<file path="src/rtl/swu_pkg.sv">
package swu_pkg;
    typedef enum logic [1:0] {TX_IDLE, TX_START, TX_DATA, TX_STOP} tx_state_t;
    typedef enum logic [2:0] {RX_IDLE, RX_START, RX_DATA, RX_STOP, RX_WAIT_HIGH} rx_state_t;

    localparam int FLAG_W  = 6;
    localparam int F_COL   = 0;
    localparam int F_FRM   = 1;
    localparam int F_OVR   = 2;
    localparam int F_BRK   = 3;
    localparam int F_TXE   = 4;
    localparam int F_ABD   = 5;
endpackage

</file>
<file path="src/rtl/swu_baud.sv">
module swu_baud #(
    parameter int DIV_W = 16
) (
    input  logic             clk,
    input  logic             rst_n,
    input  logic [DIV_W-1:0] div,
    output logic             tick
);
    logic [DIV_W-1:0] cnt;

    assign tick = (cnt == '0);

    always_ff @(posedge clk or negedge rst_n) begin
        if (!rst_n)    cnt <= '0;
        else if (tick) cnt <= div;
        else           cnt <= cnt - 1'b1;
    end
endmodule

</file>
<file path="src/rtl/swu_tx.sv">
module swu_tx
    import swu_pkg::*;
#(
    parameter int OSR = 16
) (
    input  logic       clk,
    input  logic       rst_n,
    input  logic       tick,
    input  logic       line,
    input  logic       go,
    input  logic [7:0] tx_byte,
    output logic       drive_low,
    output logic       load,
    output logic       col,
    output logic       busy
);
    localparam int PH_W = $clog2(OSR);
    localparam int HALF = OSR / 2;

    tx_state_t       state, nxt;
    logic [PH_W-1:0] ph;
    logic [2:0]      idx;
    logic [7:0]      sh;
    logic            end_bit, sending_one;

    always_comb begin
        end_bit     = tick && (ph == PH_W'(OSR - 1));
        sending_one = (state == TX_DATA && sh[0]) || (state == TX_STOP);
        col         = tick && sending_one && (ph == PH_W'(HALF - 1)) && !line;
        load        = tick && go && (state == TX_IDLE);
        nxt         = state;
        unique case (state)
            TX_IDLE:  if (load) nxt = TX_START;
            TX_START: if (end_bit) nxt = TX_DATA;
            TX_DATA: begin
                if (col)                            nxt = TX_IDLE;
                else if (end_bit && idx == 3'd7)    nxt = TX_STOP;
            end
            TX_STOP:  if (col || end_bit) nxt = TX_IDLE;
            default:  nxt = TX_IDLE;
        endcase
    end

    always_ff @(posedge clk or negedge rst_n) begin
        if (!rst_n) state <= TX_IDLE;
        else        state <= nxt;
    end

    always_ff @(posedge clk or negedge rst_n) begin
        if (!rst_n) begin
            ph  <= '0;
            idx <= '0;
            sh  <= '0;
        end else begin
            if (nxt != state)  ph <= '0;
            else if (end_bit)  ph <= '0;
            else if (tick)     ph <= ph + 1'b1;
            if (load) begin
                sh  <= tx_byte;
                idx <= '0;
            end else if (state == TX_DATA && end_bit) begin
                sh  <= {1'b1, sh[7:1]};
                idx <= idx + 1'b1;
            end
        end
    end

    always_comb begin
        drive_low = (state == TX_START) || (state == TX_DATA && !sh[0]);
        busy      = (state != TX_IDLE);
    end


    blk_hold_chk: assert property (@(posedge clk) disable iff (!rst_n)
        (state == TX_IDLE && !go) |=> (state == TX_IDLE));


    col_abort_chk: assert property (@(posedge clk) disable iff (!rst_n)
        col |=> (state == TX_IDLE && !drive_low));
endmodule

</file>
<file path="src/rtl/swu_rx.sv">
module swu_rx
    import swu_pkg::*;
#(
    parameter int OSR        = 16,
    parameter int BREAK_BITS = 10
) (
    input  logic       clk,
    input  logic       rst_n,
    input  logic       tick,
    input  logic       line,
    input  logic       hold,
    output logic       done,
    output logic [7:0] data,
    output logic       stop_bad,
    output logic       brk_hit,
    output logic       idle
);
    localparam int PH_W      = $clog2(OSR);
    localparam int HALF      = OSR / 2;
    localparam int BRK_TICKS = OSR * BREAK_BITS;
    localparam int BRK_W     = $clog2(BRK_TICKS + 1);

    rx_state_t        state, nxt;
    logic [PH_W-1:0]  ph;
    logic [2:0]       idx;
    logic [7:0]       sh;
    logic [BRK_W-1:0] brk_cnt;
    logic             end_bit;

    always_comb begin
        end_bit = tick && (ph == PH_W'(OSR - 1));
        nxt     = state;
        unique case (state)
            RX_IDLE:      if (tick && !hold && !line) nxt = RX_START;
            RX_START:     if (tick && ph == PH_W'(HALF - 1)) nxt = line ? RX_IDLE : RX_DATA;
            RX_DATA:      if (end_bit && idx == 3'd7) nxt = RX_STOP;
            RX_STOP:      if (end_bit) nxt = line ? RX_IDLE : RX_WAIT_HIGH;
            RX_WAIT_HIGH: if (tick && line) nxt = RX_IDLE;
            default:      nxt = RX_IDLE;
        endcase
    end

    always_ff @(posedge clk or negedge rst_n) begin
        if (!rst_n) state <= RX_IDLE;
        else        state <= nxt;
    end

    always_ff @(posedge clk or negedge rst_n) begin
        if (!rst_n) begin
            ph      <= '0;
            idx     <= '0;
            sh      <= '0;
            brk_cnt <= '0;
        end else begin
            if (nxt != state)  ph <= '0;
            else if (end_bit)  ph <= '0;
            else if (tick)     ph <= ph + 1'b1;
            if (state == RX_START) idx <= '0;
            else if (state == RX_DATA && end_bit) begin
                sh  <= {line, sh[7:1]};
                idx <= idx + 1'b1;
            end
            if (hold || line) begin
                if (tick || hold) brk_cnt <= '0;
            end else if (tick && brk_cnt != BRK_W'(BRK_TICKS)) begin
                brk_cnt <= brk_cnt + 1'b1;
            end
        end
    end

    always_comb begin
        done     = (state == RX_STOP) && end_bit;
        stop_bad = !line;
        data     = sh;
        brk_hit  = tick && !hold && !line && (brk_cnt == BRK_W'(BRK_TICKS - 1));
        idle     = (state == RX_IDLE);
    end


    rx_quiet_chk: assert property (@(posedge clk) disable iff (!rst_n)
        (state == RX_IDLE && hold) |=> (state == RX_IDLE));
endmodule

</file>
<file path="src/rtl/swire_uart.sv">
module swire_uart
    import swu_pkg::*;
#(
    parameter int DIV_W      = 16,
    parameter int OSR        = 16,
    parameter int BREAK_BITS = 10
) (
    input  logic              clk,
    input  logic              rst_n,
    input  logic [DIV_W-1:0]  baud_div,
    input  logic              enable,
    input  logic              gpio_mode,
    input  logic              gpio_oe,
    input  logic              gpio_idle,
    input  logic              ab_load,
    input  logic              wr_tx,
    input  logic [7:0]        wr_data,
    input  logic              rd_rx,
    input  logic [FLAG_W-1:0] clr_w1c,
    input  logic              pin_in,
    output logic              pin_drive_low,
    output logic              pin_level,
    output logic [7:0]        rx_data,
    output logic              rx_full,
    output logic              tx_empty,
    output logic [FLAG_W-1:0] flags,
    output logic              irq
);
    logic [1:0]        sync;
    logic              tick, eng_line, engine_on, blocked;
    logic              tx_drive, tx_load, tx_col, tx_busy;
    logic              rx_done, rx_stop_bad, rx_brk, rx_idle;
    logic [7:0]        rx_byte, tx_hold;
    logic              tx_full;
    logic [FLAG_W-1:0] set_v;

    always_ff @(posedge clk or negedge rst_n) begin
        if (!rst_n) sync <= 2'b11;
        else        sync <= {sync[0], pin_in};
    end

    always_comb begin
        engine_on     = enable && !gpio_mode;
        eng_line      = engine_on ? sync[1] : 1'b1;
        pin_level     = sync[1];
        pin_drive_low = gpio_mode ? (gpio_oe && !gpio_idle) : (enable && tx_drive);
        blocked       = rx_full || (|flags[F_BRK:F_COL]);
        tx_empty      = !tx_full;
        irq           = rx_full || (|flags[F_ABD:F_FRM]);
    end

    swu_baud #(.DIV_W(DIV_W)) u_baud (
        .clk(clk), .rst_n(rst_n), .div(baud_div), .tick(tick)
    );

    swu_tx #(.OSR(OSR)) u_tx (
        .clk(clk), .rst_n(rst_n), .tick(tick), .line(eng_line),
        .go(tx_full && !blocked && rx_idle), .tx_byte(tx_hold),
        .drive_low(tx_drive), .load(tx_load), .col(tx_col), .busy(tx_busy)
    );

    swu_rx #(.OSR(OSR), .BREAK_BITS(BREAK_BITS)) u_rx (
        .clk(clk), .rst_n(rst_n), .tick(tick), .line(eng_line), .hold(tx_busy),
        .done(rx_done), .data(rx_byte), .stop_bad(rx_stop_bad),
        .brk_hit(rx_brk), .idle(rx_idle)
    );

    always_comb begin
        set_v        = '0;
        set_v[F_COL] = tx_col;
        set_v[F_FRM] = rx_done && !(rx_full && !rd_rx) && rx_stop_bad;
        set_v[F_OVR] = rx_done && rx_full && !rd_rx;
        set_v[F_BRK] = rx_brk;
        set_v[F_TXE] = tx_load;
        set_v[F_ABD] = ab_load;
    end

    always_ff @(posedge clk or negedge rst_n) begin
        if (!rst_n) begin
            tx_hold <= '0;
            tx_full <= 1'b0;
            rx_data <= '0;
            rx_full <= 1'b0;
            flags   <= '0;
        end else begin
            if (wr_tx) begin
                tx_hold <= wr_data;
                tx_full <= 1'b1;
            end else if (tx_load) begin
                tx_full <= 1'b0;
            end
            if (rx_done && !(rx_full && !rd_rx)) begin
                rx_data <= rx_byte;
                rx_full <= 1'b1;
            end else if (rd_rx) begin
                rx_full <= 1'b0;
            end
            flags <= (flags & ~clr_w1c) | set_v;
            if (wr_tx && !tx_load) flags[F_TXE] <= 1'b0;
        end
    end


    ovr_needs_full_chk: assert property (@(posedge clk) disable iff (!rst_n)
        $rose(flags[F_OVR]) |-> $past(rx_full));


    rx_keep_chk: assert property (@(posedge clk) disable iff (!rst_n)
        (rx_full && !rd_rx) |=> $stable(rx_data));


    txe_from_full_chk: assert property (@(posedge clk) disable iff (!rst_n)
        $rose(flags[F_TXE]) |-> $past(tx_full));
endmodule

</file>
<file path="config.mk">
export PLATFORM = sky130hd
export DESIGN_NAME = swire_uart
export DESIGN_NICKNAME = d
export VERILOG_FILES = /design/src/rtl/swu_pkg.sv /design/src/rtl/swu_baud.sv /design/src/rtl/swu_tx.sv /design/src/rtl/swu_rx.sv /design/src/rtl/swire_uart.sv
export SDC_FILE = /design/constraint.sdc
export NUM_CORES = 1
export LEC_CHECK = 0
export ABC_CLOCK_PERIOD_IN_PS = 3780
export BUFFER_PORTS_ARGS = -buffer_cell sky130_fd_sc_hd__buf_4
export CORE_UTILIZATION = 55
export CTS_CLUSTER_SIZE = 16
export DETAILED_ROUTE_END_ITERATION = 10
export GPL_ROUTABILITY_DRIVEN = 0
export HOLD_SLACK_MARGIN = 0.06
export PLACE_DENSITY_LB_ADDON = 0.1
export SYNTH_ARGS = -nofsm -noshare
export SYNTH_HDL_FRONTEND = slang
export SYNTH_HIERARCHICAL = 1
export SYNTH_SLANG_ARGS = --single-unit
</file>
<file path="constraint.sdc">
create_clock -name clk -period 3.78 [get_ports clk]
set_clock_uncertainty 0.1 [all_clocks]
set_input_delay 0 -clock clk [delete_from_list [all_inputs] [get_ports clk]]
set_output_delay 0 -clock clk [all_outputs]
set_load 0.1 [all_outputs]
</file>
==> impl_metrics.env, run 1 <==
export IMPL_ys_flop_type="dfrtp_1"
export IMPL_worst_pin_slew_ps=1043
export IMPL_synthesis_area_um2=4179
export IMPL_cp_top_family="simple AND/OR/NAND/NOR gates"
export IMPL_grt_overflow=0
export IMPL_tritoncts="done"
export IMPL_ioPinCount=59
export IMPL_crit_path_max_fanout=14
export IMPL_worstPathRequired_ps=3970
export IMPL_path_clk_slew_ps=80
export IMPL_cts_resized=0
export IMPL_grt_pass1_vias=3306
export IMPL_cp_slowest_cell="dlygate4sd3_1"
export IMPL_htree_levels=3
export IMPL_grt_start_max_net_pins=86
export IMPL_postCtsSetupRepairBufs=0
export IMPL_rrSetupSlack_ps=730
export IMPL_cts_max_path_buffers=2
export IMPL_p_per_area_nw_per_um2=374.2
export IMPL_ys_seq_area_share_pct=50.96
export IMPL_slew_viol_final=0
export IMPL_dpl_worst_slack_ps=869.9
export IMPL_synth_warnings=6
export IMPL_cp_start_kind="register"
export IMPL_antenna_cells=0
export IMPL_drv_cap=0
export IMPL_rsz0062_at_grt="no"
export IMPL_peakVddDrop_uv=331.4
export IMPL_n_fill_cell=546
export IMPL_start_util_pct=57.31
export IMPL_dpl_hpwl_um=5529
export IMPL_viasPerCell=5.422
export IMPL_cts_root_buf="clkbuf_8"
export IMPL_port_buffers=58
export IMPL_numCtsBuffers=9
export IMPL_yosys_area_top_type="dfrtp_1"
export IMPL_synth_top_cells_by_count="dfrtp_1 (83), nor2_1 (34), mux2_2 (26), nand2_1 (26), a21oi_1 (25)"
export IMPL_synth_cell_types=61
export IMPL_holdPathEnd="u_rx/state[2]"
export IMPL_min_path_type="input pin to register"
export IMPL_wl_per_cell_um=14.54
export IMPL_syn_nets=445
export IMPL_synth_most_common_cell="dfrtp_1"
export IMPL_vias=3286
export IMPL_antenna_found_initial=0
export IMPL_worst_slack_ps=730.2
export IMPL_drt_initial_drc_count=157
export IMPL_setup_violations_final=0
export IMPL_worstHoldPathCells=3
export IMPL_hold_viol=0
export IMPL_synth_seq_cells=85
export IMPL_drc_errors=0
export IMPL_first_pass_iters=4
export IMPL_max_slew_margin_pct=30.46
export IMPL_fp_dieH_um=89.17
export IMPL_nets=552
export IMPL_ys_async_sr_fraction_pct=100.0
export IMPL_drive_above_1_share_pct=24.06
export IMPL_min_from="enable"
export IMPL_crit_arrival_ps=3240
export IMPL_synthTopCellsByArea="dfrtp_1 (50%), mux2_2 (7.0%), nor2_1 (3.1%), a21oi_1 (3.0%), ha_1 (3.0%)"
export IMPL_cts_hold_buf=47
export IMPL_power_leakage_nw=2.548
export IMPL_crit_type="register to register"
export IMPL_tns_ps=0
export IMPL_routed_wl_um=8812
export IMPL_synth_edff_count=0
export IMPL_ant_nets=0
export IMPL_area_delta_synth_final_pct=28.17
export IMPL_syn_inst=395
export IMPL_die_width_um=89.17
export IMPL_crit_top_cell="buf_4"
export IMPL_cts_sinks=85
export IMPL_grtUsageTotal_pct=25.16
export IMPL_period_needed_ps=3050
export IMPL_row_count=31
export IMPL_core_area_um2=7292
export IMPL_syn_avg_cell_area_um2=10.58
export IMPL_status="complete, no violations"
export IMPL_rr_endpoint="flags[1]"
export IMPL_reg2reg_from="u_baud/cnt[2]"
export IMPL_fmax_ghz=0.3279
export IMPL_fin_crit_sh_pct=80.68
export IMPL_grt_first_pass_wirelength_um=15250
export IMPL_whs_ps=104.8
export IMPL_dieArea_um2=7950
export IMPL_path_cells="nor4_2 > buf_4 > and4_1 > nand3b_1 > buf_4 > inv_1 > nor2b_1 > and3_4 > and2_2 > nand3_1 > o21ai_0 > dlygate4sd3_1"
export IMPL_end_kind="register"
export IMPL_cp_buffers_inverters=4
export IMPL_yosysTopAreaCellShare_pct=49.70
export IMPL_worstSkewPairLatency_ps=360
export IMPL_reg2reg_depth=12
export IMPL_max_stage_delay_ps=570
==> per-stage QoR <==
stage	power [mW]	cells	cell area, um^2	utilization [%]
5_1_grt	2.108	606	5356	73.46
3_5_place_dp	1.358	543	4695	64.38
4_1_cts	2.020	606	5356	73.46
6_report	2.004	606	5356	73.46
2_1_floorplan	1.259	395	4179	-
3_3_place_gp	1.350	543	4695	64.38
==> cells by family after synthesis <==
group / count (synthesis) / share of synthesized area, %
compound gates: 86 / 12.90
mux: 32 / 8.443
buf+inv: 30 / 3.203
xor+xnor: 16 / 3.353
simple gates: 136 / 18.14
fa+ha+maj: 10 / 2.994
flops: 85 / 50.96
==> worst min-delay path, delay by kind of cell <==
kind | cells | cell delay, ps
buffers and inverters | 1 | 110
AND/OR/NAND/NOR | 1 | 310
AO/OA/AOI/OAI | 1 | 90
==> registers in the layout (all words and copies together) (netlist names) <==
register and count:
u_tx/state 2, rx_data 8, u_rx/ph 4, tx_full 1
flags 6, u_rx/idx 3, u_rx/brk_cnt 8, u_tx/sh 8
u_tx/idx 3, sync 2, u_rx/data 8, rx_full 1
u_rx/state 3, u_baud/cnt 16, u_tx/ph 4, tx_hold 8
==> cells in the final DEF (no fill, tap or decap), types with 13 or more instances in the layout <==
master	instances
dfrtp_1	83
buf_4	61
dlygate4sd3_1	47
nor2_1	34
nand2_1	26
mux2_2	26
a21oi_1	25
o21ai_0	19
inv_1	17
nor3_1	14
nand3_1	13
xor2_1	13
==> routing by layer <==
| metal | vias to the layer above | wire (um) | GRT usage [%] |
|---|---|---|---|
| li1 | 1633 | - | - |
| met4 | 0 | 176 | 10.10 |
| met1 | 1582 | 4007 | 33.07 |
| met2 | 56 | 4397 | 41.43 |
| met3 | 15 | 231 | 4.617 |
| met5 | - | 0 | 0 |
==> final cells by class <==
class	instances	area [um^2]	share of cell area, %
clock buffers	11	151.4	2.826
clock inverters	5	40.04	0.7475
inverters	18	67.56	1.261
well taps	99	123.9	2.313
flip-flops and latches	85	2130	39.76
multi-input cells	280	1916	35.76
repair buffers	108	928.4	17.33
==> worst max path at each step <==
| stage | from | to | slack [ps] | cells after the start |
|---|---|---|---|---|
| floorplan | u_baud/cnt[6] | rx_data[0] | 1130 | 10 |
| global placement | u_baud/cnt[2] | rx_data[0] | 890 | 11 |
| detailed placement | u_baud/cnt[2] | u_rx/data[3] | 870 | 10 |
| CTS | u_baud/cnt[2] | flags[1] | 750 | 12 |
| global route | u_baud/cnt[2] | flags[2] | 510 | 12 |
| finish | u_baud/cnt[2] | flags[1] | 730 | 12 |
==> power breakdown <==
part | leakage [nW] | switching, mW | internal [mW]
logic | 1.35 | 0.159 | 0.169
clock network | 0.0886 | 0.330 | 0.279
registers | 1.11 | 0.0841 | 0.983
Power figures use the tool's default switching activity.
==> inputs of run 2 (changes only) <==
--- a/config.mk
+++ b/config.mk
@@ -5,7 +5,7 @@
 export SDC_FILE = /design/constraint.sdc
 export NUM_CORES = 1
 export LEC_CHECK = 0
-export ABC_CLOCK_PERIOD_IN_PS = 3780
+export ABC_CLOCK_PERIOD_IN_PS = 3000
 export BUFFER_PORTS_ARGS = -buffer_cell sky130_fd_sc_hd__buf_4
 export CORE_UTILIZATION = 55
 export CTS_CLUSTER_SIZE = 16
==> constraint.sdc (replaced) <==
create_clock -name clk -period 3 [get_ports clk]
set_clock_uncertainty 0.1 [all_clocks]
set_input_delay 0 -clock clk [delete_from_list [all_inputs] [get_ports clk]]
set_output_delay 0 -clock clk [all_outputs]
set_load 0.1 [all_outputs]
==> run 2 against run 1 <==
Against the previous run: utilization grew 0.33 points; combinational power increased by 29%; global-route usage fell by 0.40 points; non-clock buffer count up 2; wire length increased by 3.3%; die area is the same; clock power grew 35%; flip-flop and latch count stayed put; power increased by 29%; hold slack gained 40 ps; largest power group unchanged; highest routed layer unchanged.
==> impl_metrics.env, run 2 (synthesized netlist as in run 1, its figures left out) <==
export IMPL_htree_levels=3
export IMPL_clock_power_share_pct=31.7
export IMPL_p_int_mw=1.851
export IMPL_dpl_worst_slack_ps=349.8
export IMPL_routed_wl_um=9104
export IMPL_critical_path_cell_count=10
export IMPL_viasPerCell=5.533
export IMPL_path_cells="nor4_2 > and4_1 > nand3b_1 > inv_1 > nor2b_1 > and3_4 > and2_2 > inv_1 > o22ai_1 > dlygate4sd3_1"
export IMPL_drt_initial_drc_count=136
export IMPL_dp_cells=545
export IMPL_cp_start_kind="register"
export IMPL_grt_start_max_net_pins=86
export IMPL_path_clk_slew_ps=90
export IMPL_n_fill_cell=561
export IMPL_grtUsageTotal_pct=24.76
export IMPL_nets=554
export IMPL_antenna_cells=0
export IMPL_worst_slack_ps=219.2
export IMPL_crit_arrival_ps=2970
export IMPL_peakVddDrop_uv=321.1
export IMPL_rrSetupSlack_ps=220
export IMPL_final_cell_count_no_fill=608
export IMPL_cts_max_path_buffers=2
export IMPL_tritoncts="done"
export IMPL_start_util_pct=57.31
export IMPL_dieArea_um2=7950
export IMPL_crit_type="register to register"
export IMPL_area_delta_synth_final_pct=28.74
export IMPL_reg2reg_depth=10
export IMPL_fp_dieH_um=89.17
export IMPL_switchingPower_mw=0.7426
export IMPL_fin_area_um2=5380
export IMPL_hold_viol=0
export IMPL_first_pass_iters=4
export IMPL_largest_reg_flops=16
export IMPL_rsz0062_at_grt="no"
export IMPL_status="complete, no violations"
export IMPL_power_frac_seq_pct=52.0
export IMPL_grt_first_pass_wirelength_um=14770
export IMPL_ioPinCount=59
export IMPL_port_buffers=58
export IMPL_core_area_um2=7292
export IMPL_worstSkewPairLatency_ps=350
export IMPL_fin_crit_sh_pct=92.69
export IMPL_swShare_pct=28.63
export IMPL_fmax_ghz=0.3596
export IMPL_numCtsBuffers=9
export IMPL_drc_errors=0
export IMPL_cp_buffers_inverters=3
export IMPL_worst_pin_slew_ps=1051
export IMPL_end_kind="register"
export IMPL_ant_nets=0
export IMPL_worstPathRequired_ps=3190
export IMPL_dpl_cell_area_um2=4710
export IMPL_cp_top_family="simple AND/OR/NAND/NOR gates"
export IMPL_row_count=31
export IMPL_regMostFlops="u_baud/cnt"
export IMPL_period_needed_ps=2781
export IMPL_final_cell_mix="dfrtp_1 (83), buf_4 (63), dlygate4sd3_1 (47)"
export IMPL_min_path_type="input pin to register"
export IMPL_wl_per_cell_um=14.97
export IMPL_cp_slowest_cell="dlygate4sd3_1"
export IMPL_grt_overflow=0
export IMPL_max_stage_delay_ps=560
export IMPL_grt_pass1_vias=3180
export IMPL_layout_commonest_cell="dfrtp_1"
export IMPL_power_leakage_nw=2.575
export IMPL_crit_top_cell="inv_1"
export IMPL_drive_above_1_share_pct=24.56
export IMPL_worstHoldPathCells=3
export IMPL_die_width_um=89.17
export IMPL_tns_ps=0
export IMPL_drv_cap=0
export IMPL_antenna_found_initial=0
export IMPL_setup_violations_final=0
export IMPL_p_per_area_nw_per_um2=482.1
export IMPL_slew_viol_final=0
export IMPL_vias=3364
export IMPL_max_slew_margin_pct=29.95
export IMPL_cts_root_buf="clkbuf_8"
export IMPL_comb_power_share_pct=16.3
export IMPL_dpl_hpwl_um=5584
export IMPL_crit_path_max_fanout=5
export IMPL_power_mw=2.594
export IMPL_cts_sinks=85
## run 2: cell count changes in the layout (fill, tap and decap cells not counted)
cell        before  now
nor3_1          14   13
clkinvlp_4       3    0
bufinv_16        0    1
clkinv_2         0    3
nor3_2           1    2
inv_6            2    3
clkbuf_8        11    9
buf_4           61   63
## run 2: worst min-delay path, delay by kind of cell
family	cells	cell delay, ps
AOI/OAI and AO/OA	1	100
buffers and inverters	1	110
and+or+nand+nor	1	330
## run 2: final cells by class
type	instances	area (um^2)	area share [%]
clock inverters	7	71.32	1.326
clock buffers	9	123.9	2.302
well taps	99	123.9	2.302
flip-flops and latches	85	2130	39.58
multi-input cells	280	1921	35.70
inverters	18	67.56	1.256
repair buffers	110	943.4	17.53
## run 2: through the flow
| step | util [%] | hold WS (ps) |
|---|---|---|
| 2_1_floorplan | - | -395.6 |
| 4_1_cts | 73.71 | 124.8 |
| 6_report | 73.78 | 144.9 |
| 3_5_place_dp | 64.58 | 11.04 |
| 3_3_place_gp | 64.58 | 8.599 |
| 5_1_grt | 73.78 | 167.6 |
## run 2: power groups by stage
| stage | Combinational (mW) | Clock, mW | Sequential [mW] |
|---|---|---|---|
| finish | 0.424 | 0.822 | 1.35 |
| global route | 0.468 | 0.881 | 1.36 |
| CTS | 0.418 | 0.838 | 1.34 |
| detailed placement | 0.363 | 0 | 1.36 |
| global placement | 0.357 | 0 | 1.36 |
| floorplan | 0.234 | 0 | 1.35 |
## run 2: final timing paths
check | from | to
max in group asynchronous | rst_n | u_tx/ph[2]
setup reg to reg | u_baud/cnt[2] | flags[2]
hold / removal | enable | u_rx/state[2]
hold reg to reg | sync[0] | sync[1]
setup / recovery | u_baud/cnt[2] | flags[2]
min in group asynchronous | rst_n | u_rx/idx[1]
## run 2: timing repair
item                       in CTS  in global routing
buffers inserted                0                  0
setup endpoints to repair       0                 16
hold buffers                   47                  0
resized for setup               0                  1
hold endpoints to repair      117                  0
## run 2: per-layer routing
layer | GRT usage, % | vias up | share of wire [%]
li1 | - | 1637 | -
met1 | 33.80 | 1641 | 47
met2 | 39.49 | 76 | 49
met3 | 3.878 | 10 | 3.0
met4 | 10.82 | 0 | 1.2
met5 | 0 | - | 0
==> inputs of run 3 (changes only) <==
--- a/config.mk
+++ b/config.mk
@@ -5,6 +5,7 @@
 export SDC_FILE = /design/constraint.sdc
 export NUM_CORES = 1
 export LEC_CHECK = 0
+export ABC_AREA = 1
 export ABC_CLOCK_PERIOD_IN_PS = 3000
 export BUFFER_PORTS_ARGS = -buffer_cell sky130_fd_sc_hd__buf_4
 export CORE_UTILIZATION = 55
==> run 3 against run 2 <==
Against the previous run: critical path depth up 4; sequential power down 14%; register-to-register slack better by 40 ps; combinational power down 59%; die area up 9.2%; clock-buffer cell count up 1; sequential share of layout area down 2.9 points; non-clock buffer count up 5; largest cell class unchanged; largest power group unchanged.
==> impl_metrics.env, run 3 <==
export IMPL_grt_start_max_net_pins=67
export IMPL_worst_pin_slew_ps=845.7
export IMPL_largest_reg_flops=16
export IMPL_ys_seq_area_share_pct=46.58
export IMPL_dp_cells=707
export IMPL_dieArea_um2=8682
export IMPL_cts_max_path_buffers=2
export IMPL_peakVddDrop_uv=301.6
export IMPL_fin_util_pct=73.65
export IMPL_rsz0062_at_grt="no"
export IMPL_end_kind="register"
export IMPL_port_buffers=58
export IMPL_tns_ps=0
export IMPL_fp_dieH_um=93.18
export IMPL_grt_use_met2_pct=44.61
export IMPL_nets=719
export IMPL_tritoncts="done"
export IMPL_top_usage_layer="met2"
export IMPL_start_util_pct=57.96
export IMPL_routed_wl_um=10120
export IMPL_power_frac_seq_pct=53.4
export IMPL_path_clk_slew_ps=90
export IMPL_p_int_mw=1.663
export IMPL_grt_overflow=0
export IMPL_drc_errors=0
export IMPL_met3_usage_pct=5.691
export IMPL_postCtsSetupRepairBufs=0
export IMPL_row_count=32
export IMPL_crit_type="register to register"
export IMPL_ys_async_sr_fraction_pct=100.0
export IMPL_power_leakage_nw=2.938
export IMPL_synthesis_area_um2=4572
export IMPL_clock_power_share_pct=38.6
export IMPL_yosys_area_top_type="dfrtp_1"
export IMPL_regMostFlops="u_baud/cnt"
export IMPL_layout_commonest_cell="nand2_1"
export IMPL_synth_most_common_cell="nand2_1"
export IMPL_switchingPower_mw=0.5167
export IMPL_crit_top_cell="inv_2"
export IMPL_numCtsBuffers=9
export IMPL_syn_inst=552
export IMPL_ioPinCount=59
export IMPL_vias=3934
export IMPL_syn_avg_cell_area_um2=8.282
export IMPL_yosysTopAreaCellShare_pct=45.43
export IMPL_p_per_area_nw_per_um2=375.3
export IMPL_path_cells="inv_1 > ha_1 > nand3_1 > nor2_1 > nand3_1 > inv_2 > nand2_2 > inv_2 > nand2_4 > nor3_2 > buf_4 > inv_2 > o22ai_2 > dlygate4sd3_1"
export IMPL_synth_seq_cells=85
export IMPL_max_stage_delay_ps=580
export IMPL_final_cell_mix="nand2_1 (184), dfrtp_1 (83), buf_4 (62)"
export IMPL_first_pass_iters=4
export IMPL_min_path_type="input pin to async pin"
export IMPL_cp_start_kind="register"
export IMPL_setup_violations_final=0
export IMPL_cp_buffers_inverters=6
export IMPL_grtUsageMet1_pct=30.99
export IMPL_drv_cap=0
export IMPL_crit_arrival_ps=2930
export IMPL_cts_sinks=85
export IMPL_fmax_ghz=0.3645
export IMPL_htree_levels=3
export IMPL_comb_power_share_pct=7.9
export IMPL_ys_flop_type="dfrtp_1"
export IMPL_wl_per_cell_um=13.04
export IMPL_synth_cell_types=43
export IMPL_cp_slowest_cell="dlygate4sd3_1"
export IMPL_synth_top_cells_by_count="nand2_1 (184), dfrtp_1 (83), inv_1 (53), nor2_1 (46), nand3_1 (35)"
export IMPL_cts_root_buf="clkbuf_8"
export IMPL_status="complete, no violations"
export IMPL_fin_crit_sh_pct=91.46
export IMPL_viasPerCell=5.070
export IMPL_ant_nets=0
export IMPL_drt_initial_drc_count=130
export IMPL_synthTopCellsByArea="dfrtp_1 (45%), nand2_1 (15%), inv_1 (4.4%), nand3_1 (3.8%), nor2_1 (3.8%)"
export IMPL_syn_nets=602
export IMPL_period_needed_ps=2744
export IMPL_worstPathRequired_ps=3190
export IMPL_dpl_hpwl_um=6503
export IMPL_grtUsageTotal_pct=25.30
export IMPL_cp_top_family="buffers and inverters"
export IMPL_swShare_pct=23.70
export IMPL_synth_warnings=6
export IMPL_die_width_um=93.18
export IMPL_area_delta_synth_final_pct=27.07
export IMPL_antenna_found_initial=0
export IMPL_slew_viol_final=0
export IMPL_max_slew_margin_pct=43.62
export IMPL_hold_viol=0
export IMPL_worstSkewPairLatency_ps=350
export IMPL_grt_first_pass_wirelength_um=17240
export IMPL_final_cell_count_no_fill=776
export IMPL_core_area_um2=7888
export IMPL_grt_pass1_vias=3869
export IMPL_synth_edff_count=0
export IMPL_antenna_cells=0
export IMPL_drive_above_1_share_pct=22.85
export IMPL_crit_path_max_fanout=11
[run 3: cell type report]
cell class                 count  area (um^2)
tap                          102        127.6
fill                         569         2078
sequential                    85         2130
inverter                      66        250.2
clock buffer                  10        137.6
timing repair buffer         115        996.0
multi-input combinational    392         2098
clock inverter                 6        70.07
[run 3: metal layers]
metal	up-vias	routed length, um	share of wire (%)
li1	1974	-	-
met1	1855	4437	44
met2	94	5175	51
met3	11	404	4.0
met4	0	104	1.0
met5	-	0	0
[run 3: worst register-to-register path: stages (launching register included)]
cell           delay [ps]
dfrtp_1               410
inv_1                 120
ha_1                  200
nand3_1                90
nor2_1                100
nand3_1               110
inv_2                 180
nand2_2               100
inv_2                 100
nand2_4                70
nor3_2                100
buf_4                 230
inv_2                  70
o22ai_2               120
dlygate4sd3_1         580
[run 3: worst paths after layout]
check,from,to,slack [ps],cells past startpoint
max in group asynchronous,rst_n,sync[0],1850,3
min in group clk,enable,u_rx/state[2],180,5
setup / recovery,u_baud/cnt[0],flags[2],260,14
hold / removal,rst_n,u_baud/cnt[15],180,2
setup reg to reg,u_baud/cnt[0],flags[2],260,14
hold reg to reg,sync[0],sync[1],270,0
[run 3: per-stage QoR]
| stage | total power, mW | setup WS (ps) | hold slack [ps] | area (um^2) |
|---|---|---|---|---|
| global route | 2.263 | 29.28 | 180.6 | 5809 |
| CTS | 2.191 | 191.4 | 175.4 | 5809 |
| detailed placement | 1.298 | 608.3 | 9.865 | 5071 |
| floorplan | 1.227 | 761.0 | -395.6 | 4572 |
| finish | 2.180 | 256.3 | 179.6 | 5809 |
| global placement | 1.296 | 678.9 | 10.29 | 5071 |
[run 3: what timing repair did]
action,in CTS,in global routing
hold buffers,53,0
hold endpoints to repair,97,0
gates resized for setup,0,1
endpoints found under the setup margin,0,1
[run 3: power by group through the flow]
stage	clock network [mW]	logic, mW	registers (mW)
6_report	0.842	0.173	1.16
3_3_place_gp	0	0.110	1.19
5_1_grt	0.910	0.188	1.17
2_1_floorplan	0	0.0291	1.20
3_5_place_dp	0	0.112	1.19
4_1_cts	0.858	0.170	1.16
[run 3: cells by family after synthesis]
logic type	count (synthesis)	share of synthesized area [%]
compound gates	46	7.471
xor+xnor	9	1.724
fa+ha+maj	10	2.737
buf+inv	75	7.635
flops	85	46.58
mux	3	0.6568
simple gates	324	33.20
